==> src/rtl/run_ctrl_pkg.sv <==
package run_ctrl_pkg;
  typedef enum logic [1:0] {
    ST_HALT  = 2'd0,
    ST_RUN   = 2'd1,
    ST_QUIET = 2'd2
  } run_state_e;

  localparam int unsigned N_ADDR_SRC = 2;
endpackage

==> src/rtl/rc_rst_sync.sv <==
module rc_rst_sync #(
  parameter int unsigned STAGES = 2
) (
  input  logic clk,
  input  logic rst_n,
  output logic rst_n_sync
);
  logic [STAGES-1:0] chain_q;

  always_ff @(posedge clk or negedge rst_n) begin
    if (!rst_n) chain_q <= '0;
    else        chain_q <= {chain_q[STAGES-2:0], 1'b1};
  end

  assign rst_n_sync = chain_q[STAGES-1];
endmodule

==> src/rtl/rc_addr_cmp.sv <==
module rc_addr_cmp #(
  parameter int unsigned W = 16
) (
  input  logic         en,
  input  logic [W-1:0] addr,
  input  logic [W-1:0] ref_val,
  output logic         hit
);
  assign hit = en && (addr == ref_val);
endmodule

==> src/rtl/rc_stop_detect.sv <==
module rc_stop_detect #(
  parameter int unsigned W    = 16,
  parameter int unsigned NSRC = 2
) (
  input  logic                    step_sw,
  input  logic                    adr_stop_sw,
  input  logic                    halt_instr,
  input  logic                    stop_req,
  input  logic [NSRC-1:0][W-1:0]  addrs,
  input  logic [W-1:0]            data_sw,
  output logic                    stop_now
);
  logic [NSRC-1:0] hits;

  for (genvar g = 0; g < NSRC; g++) begin : g_cmp
    rc_addr_cmp #(.W(W)) u_cmp (
      .en      (adr_stop_sw),
      .addr    (addrs[g]),
      .ref_val (data_sw),
      .hit     (hits[g])
    );
  end

  always_comb begin
    stop_now = step_sw | halt_instr | stop_req | (|hits);
  end
endmodule

==> src/rtl/rc_reset_gate.sv <==
module rc_reset_gate (
  input  logic clk,
  input  logic rst_n,
  input  logic allow,
  input  logic cpu_pb,
  input  logic io_pb,
  output logic cpu_rst_o,
  output logic io_rst_o
);
  logic cpu_d, io_d;
  logic cpu_q, io_q;

  always_comb begin
    cpu_d = allow & cpu_pb;
    io_d  = allow & io_pb;
  end

  always_ff @(posedge clk or negedge rst_n) begin
    if (!rst_n) begin
      cpu_q <= 1'b0;
      io_q  <= 1'b0;
    end else begin
      cpu_q <= cpu_d;
      io_q  <= io_d;
    end
  end

  assign cpu_rst_o = cpu_q;
  assign io_rst_o  = io_q;

  assert_cpu_gate_R11: assert property (@(posedge clk) disable iff (!rst_n)
    cpu_rst_o |-> $past(allow && cpu_pb));
  assert_io_gate_R11: assert property (@(posedge clk) disable iff (!rst_n)
    io_rst_o |-> $past(allow && io_pb));
endmodule

==> src/rtl/cpu_run_ctrl.sv <==
module cpu_run_ctrl
  import run_ctrl_pkg::*;
#(
  parameter int unsigned ADDR_W = 16
) (
  input  logic              clk,
  input  logic              rst_n,
  input  logic              run_pb,
  input  logic              halt_pb,
  input  logic              cpu_rst_pb,
  input  logic              io_rst_pb,
  input  logic              step_sw,
  input  logic              adr_stop_sw,
  input  logic              int_hold_sw,
  input  logic              h_ff,
  input  logic              halt_instr,
  input  logic              instr_end,
  input  logic              irq_req,
  input  logic [ADDR_W-1:0] instr_addr,
  input  logic [ADDR_W-1:0] eff_addr,
  input  logic [ADDR_W-1:0] data_sw,
  output logic              run_en,
  output logic              quiescent,
  output logic              cpu_rst_out,
  output logic              io_rst_out,
  output logic              lvl_hold
);
  localparam int unsigned NSRC = N_ADDR_SRC;

  logic       rst_n_s;
  run_state_e state_q, state_d;
  logic       pend_q, pend_d;
  logic       sreq_q, sreq_d;
  logic       stop_now;
  logic       halted;
  logic       pend_eff;
  logic [NSRC-1:0][ADDR_W-1:0] addr_vec;

  rc_rst_sync #(.STAGES(2)) u_sync (
    .clk        (clk),
    .rst_n      (rst_n),
    .rst_n_sync (rst_n_s)
  );

  assign addr_vec = {eff_addr, instr_addr};
  assign halted   = (state_q == ST_HALT);
  assign pend_eff = pend_q | cpu_rst_pb;

  rc_stop_detect #(.W(ADDR_W), .NSRC(NSRC)) u_stop (
    .step_sw     (step_sw),
    .adr_stop_sw (adr_stop_sw),
    .halt_instr  (halt_instr),
    .stop_req    (sreq_q | halt_pb),
    .addrs       (addr_vec),
    .data_sw     (data_sw),
    .stop_now    (stop_now)
  );

  rc_reset_gate u_rgate (
    .clk       (clk),
    .rst_n     (rst_n_s),
    .allow     (halted),
    .cpu_pb    (cpu_rst_pb),
    .io_pb     (io_rst_pb),
    .cpu_rst_o (cpu_rst_out),
    .io_rst_o  (io_rst_out)
  );

  always_comb begin
    state_d = state_q;
    pend_d  = pend_q;
    sreq_d  = sreq_q;
    unique case (state_q)
      ST_HALT: begin
        if (cpu_rst_pb) pend_d = 1'b1;
        if (run_pb) begin
          state_d = (pend_eff && !int_hold_sw) ? ST_QUIET : ST_RUN;
          pend_d  = 1'b0;
        end
      end
      ST_RUN: begin
        sreq_d = sreq_q | halt_pb;
        if (instr_end && stop_now) state_d = ST_HALT;
      end
      ST_QUIET: begin
        if (halt_pb)      state_d = ST_HALT;
        else if (irq_req) state_d = ST_RUN;
      end
      default: state_d = ST_HALT;
    endcase
    if (state_d != ST_RUN) sreq_d = 1'b0;
  end

  always_ff @(posedge clk or negedge rst_n_s) begin
    if (!rst_n_s) begin
      state_q <= ST_HALT;
      pend_q  <= 1'b0;
      sreq_q  <= 1'b0;
    end else begin
      state_q <= state_d;
      pend_q  <= pend_d;
      sreq_q  <= sreq_d;
    end
  end

  assign run_en    = (state_q == ST_RUN);
  assign quiescent = (state_q == ST_QUIET);
  assign lvl_hold  = int_hold_sw | h_ff;

  assert_mid_instr_R3: assert property (@(posedge clk) disable iff (!rst_n_s)
    (run_en && !instr_end) |=> run_en);
  assert_halt_instr_R4: assert property (@(posedge clk) disable iff (!rst_n_s)
    (run_en && instr_end && halt_instr) |=> (!run_en && !quiescent));
  assert_step_R5: assert property (@(posedge clk) disable iff (!rst_n_s)
    (run_en && instr_end && step_sw) |=> !run_en);
  assert_quiet_entry_R7: assert property (@(posedge clk) disable iff (!rst_n_s)
    (halted && run_pb && pend_eff && !int_hold_sw) |=> (quiescent && !run_en));
  assert_irq_wake_R10: assert property (@(posedge clk) disable iff (!rst_n_s)
    (quiescent && irq_req && !halt_pb) |=> run_en);
  assert_quiet_stop_R13: assert property (@(posedge clk) disable iff (!rst_n_s)
    (quiescent && halt_pb) |=> (!run_en && !quiescent));
endmodule

==> config.mk <==
export PLATFORM = sky130hd
export DESIGN_NAME = cpu_run_ctrl
export DESIGN_NICKNAME = d
export VERILOG_FILES = /design/src/rtl/run_ctrl_pkg.sv /design/src/rtl/rc_rst_sync.sv /design/src/rtl/rc_addr_cmp.sv /design/src/rtl/rc_stop_detect.sv /design/src/rtl/rc_reset_gate.sv /design/src/rtl/cpu_run_ctrl.sv
export SDC_FILE = /design/constraint.sdc
export NUM_CORES = 1
export LEC_CHECK = 0
export ABC_CLOCK_PERIOD_IN_PS = 1200
export CORE_MARGIN = 2
export CORE_UTILIZATION = 40
export DETAILED_ROUTE_END_ITERATION = 16
export DONT_BUFFER_PORTS = 1
export PLACE_DENSITY = 0.62
export SKIP_LAST_GASP = 1
export SLEW_MARGIN = 20
export SYNTH_ARGS = -nofsm -noshare
export SYNTH_HDL_FRONTEND = slang
export SYNTH_HIERARCHICAL = 1
export SYNTH_SLANG_ARGS = --single-unit
==> constraint.sdc <==
create_clock -name clk -period 1.2 [get_ports clk]
set_input_delay 0.24 -clock clk [delete_from_list [all_inputs] [get_ports clk]]
set_output_delay 0.24 -clock clk [all_outputs]
set_load 0.01 [all_outputs]
==> impl_results.md <==
* Final wirelength at 1370 µm
* Total Die Area at about 0.0021 mm²
* GRT busiest layer: met2
* Starting Density at 0.417
* Avg Inst Size Synth at 9.39 µm²
* Slowest CP cell: a221o_1
* Post-DRT Antenna Nets at 0
* Layout cells sized above 1 at 0.100
* # clock sinks at 8
* Cell Area, Synth at 704 µm²
* Synth warn at 6
* RSZ-0062 raised after global routing: true
* Average wire per standard cell at 14.1 µm
* Total GRT Usage at 0.143
* Final core utilization at 0.454
* Vias in the first global route at 589
* Cts bufs inserted at 3
* Post-CTS setup buffer count at 0
* Via count at 563
* Leakage power at 0.000286 µW
* Global-route wire length before repair at 2260 µm
* Max-cap viol count at 0
* Input/output buffers at 0
* Die Y at 46.0 µm
* Drt via density at 5.80
* Critical path's most frequent cell: nand2_1
* Max Fclk at 700 MHz
* Netlist cell types at 21
* Post-synthesis sequential area ratio at 0.284
* Arrival time worst endpoint at 1.57 ns
* Status: finished, violations left
* Clock Latency Late Sink at roughly 0.25 ns
* Final hold slack at 0.0956 ns
* Crit Path Max Fanout at 2
* Worst path bufs/invs at 0
* Met1 usage at 0.158
* Htree depth at 1
* Pwr Density at 1200 mW/mm²
* Synthesis-to-layout area growth at 8.88%
* Cell chain of the critical path: xor2_1 > nor4_1 > nand4_1 > nor4_2 > nor3_1 > nand2_1 > nand2_1 > a221o_1 > and2_1
* CTS clk-pin slew, worst paths at 0.06 ns
* Setup WS pre-CTS at -0.521 ns
* Critical path type: in2reg
* Ant. Diodes at 0
* Initial antenna violation count at 0
* HPWL Detailed at 1240 µm
* Yosys reg bits at 8
* Met2 usage at 0.267
* # rows at 15
* Largest net degree at the start of global routing at 7
* WP data required at 1.34 ns
* CP peak stage delay at a little under 0.3 ns
* Final period utilization at 1.19
* Maximum VDD drop at 0.582 mV
* Worst Hold Class: reg2async
* Met3 Track Usage GR at 0.0397
* Failing checks: setup timing
* Nets@finish at 143
* Finish-stage setup viols at 3
* Worst Setup End Kind: flip-flop
* Final WS setup at -0.229 ns
* First DRT Iteration DRCs at 4
* # DRC at 0
* Syn nets at 136
* Final hold violations at 0
* Core ar. at roughly 0.0017 mm²
* Max Buffers Root-to-Sink at 2
* Placer Congestion at 0.752
* CTS Root Cell: clkbuf_4
* DR pass1 iterations at 4
* Max-slew violation count at 0
* Die Width at 46.0 µm
* Fin crit period at 1.43 ns
* CTS tree: yes
* Final setup skew at 0.000810 ns
* Cell count after synthesis at 75
* Overall Power at 919 µW
* Grt ovf at 0
* CP delay by family, top: simple AND/OR/NAND/NOR gates
* # IOs at between 60 and 70
* Worst setup SP type: primary input
[state kept, by name, summed over array words and instances (netlist names)]
register and flops:
pend_q 1, sreq_q 1, state_q 2, u_rgate/cpu_rst_o 1, u_rgate/io_rst_o 1, u_sync/chain_q 2
[layout by cell type (no fill, tap or decap)]
master         count
o21bai_1           1
and2_1             3
nor4_1             2
and4bb_1           1
conb_1             1
buf_4              1
a21o_2             1
or2_1              2
xnor2_1           24
nor2_1             4
nor3_1             1
and2b_2            1
nor2b_1            1
a221o_1            1
dfrtp_1            8
nand4_1            6
a2bb2o_1           1
nand2_1            5
xor2_1             8
nor3b_1            1
a21oi_1            1
nor4_2             2
dlygate4sd3_1      1
clkbuf_4           3
[area by class of cell]
| type | instances | area (µm²) |
|---|---|---|
| clock buffer | 3 | 22.5 |
| fill | 171 | 922 |
| multi-input combinational | 67 | 505 |
| sequential | 8 | 200 |
| tap | 17 | 21.3 |
| timing repair buffer | 2 | 17.5 |
[path summary, 6_finish.rpt]
path | start | cells after the start | slack (ns) | to
worst max-delay path | eff_addr[7] | 9 | -0.23 | sreq_q$_DFFE_PN0P_
worst min-delay path | u_sync/chain_q[1]$_DFF_PN0_ | 0 | 0.1 | pend_q$_DFFE_PN0P_
worst max register to register | state_q[0]$_DFF_PN0_ | 3 | 0.03 | sreq_q$_DFFE_PN0P_
worst min register to register | u_sync/chain_q[1]$_DFF_PN0_ | 0 | 0.1 | pend_q$_DFFE_PN0P_
max in group asynchronous | rst_n | 1 | 0.86 | u_sync/chain_q[0]$_DFF_PN0_
min in group clk | cpu_rst_pb | 1 | 0.11 | u_rgate/cpu_rst_o$_DFF_PN0_
[power by group]
group	internal (µW)	switching [µW]
Clock	115	96.9
Sequential	339	56.9
Combinational	182	129
Total	636	283
[synthesized netlist by cell type (all sizes together)]
library cell | instances | area share
xnor2 | 24 | 0.30
dfrtp | 8 | 0.28
xor2 | 8 | 0.099
nand4 | 6 | 0.053
nand2 | 5 | 0.027
nor2 | 4 | 0.021
nor4 | 4 | 0.053
and2 | 3 | 0.027
or2 | 2 | 0.018
a21o | 1 | 0.012
a21oi | 1 | 0.0071
a221o | 1 | 0.014
a2bb2o | 1 | 0.014
and2b | 1 | 0.011
and4bb | 1 | 0.018
conb | 1 | 0.0053
nor2b | 1 | 0.0089
nor3 | 1 | 0.0071
nor3b | 1 | 0.011
o21bai | 1 | 0.011
[cell families (layout without fill, tap and decap cells)]
group | count (synthesis) | in the layout | share of synthesized area
compound gates | 5 | 5 | 0.0586
other cells | 1 | 1 | 0.00532
buf+inv | 0 | 5 | 0
flops | 8 | 8 | 0.284
xor+xnor | 32 | 32 | 0.398
simple gates | 29 | 29 | 0.254
[through the flow]
stage          cell area, µm²  setup TNS [ns]  std cells
5_1_grt                   767          -0.784         97
3_3_place_gp              733          -0.847         93
4_1_cts                   766          -0.459         97
3_5_place_dp              733          -0.903         93
6_report                  767          -0.421         97
2_1_floorplan             704          -0.626         75
[repair_timing]
item / in CTS / in global routing
resized for setup: 0 / 1
setup endpoints to repair: 3 / 4
hold buffers: 1 / 0
pin swaps: 1 / 1
endpoints found under the hold margin: 2 / 0
[worst reg2reg max path, stage by stage, from the launching register on]
cell and delay (ns):
dfrtp_1 0.41, nor2b_1 0.17, a221o_1 0.33, and2_1 0.14
[routing by layer]
| metal | up-vias | routed length [µm] | part of all wire |
|---|---|---|---|
| met5 | - | 0 | 0 |
| met2 | 40 | 738 | 0.54 |
| met4 | 0 | 12 | 0.0088 |
| met1 | 254 | 477 | 0.35 |
| met3 | 2 | 139 | 0.10 |
| li1 | 267 | - | - |
Power figures use the tool's default switching activity.
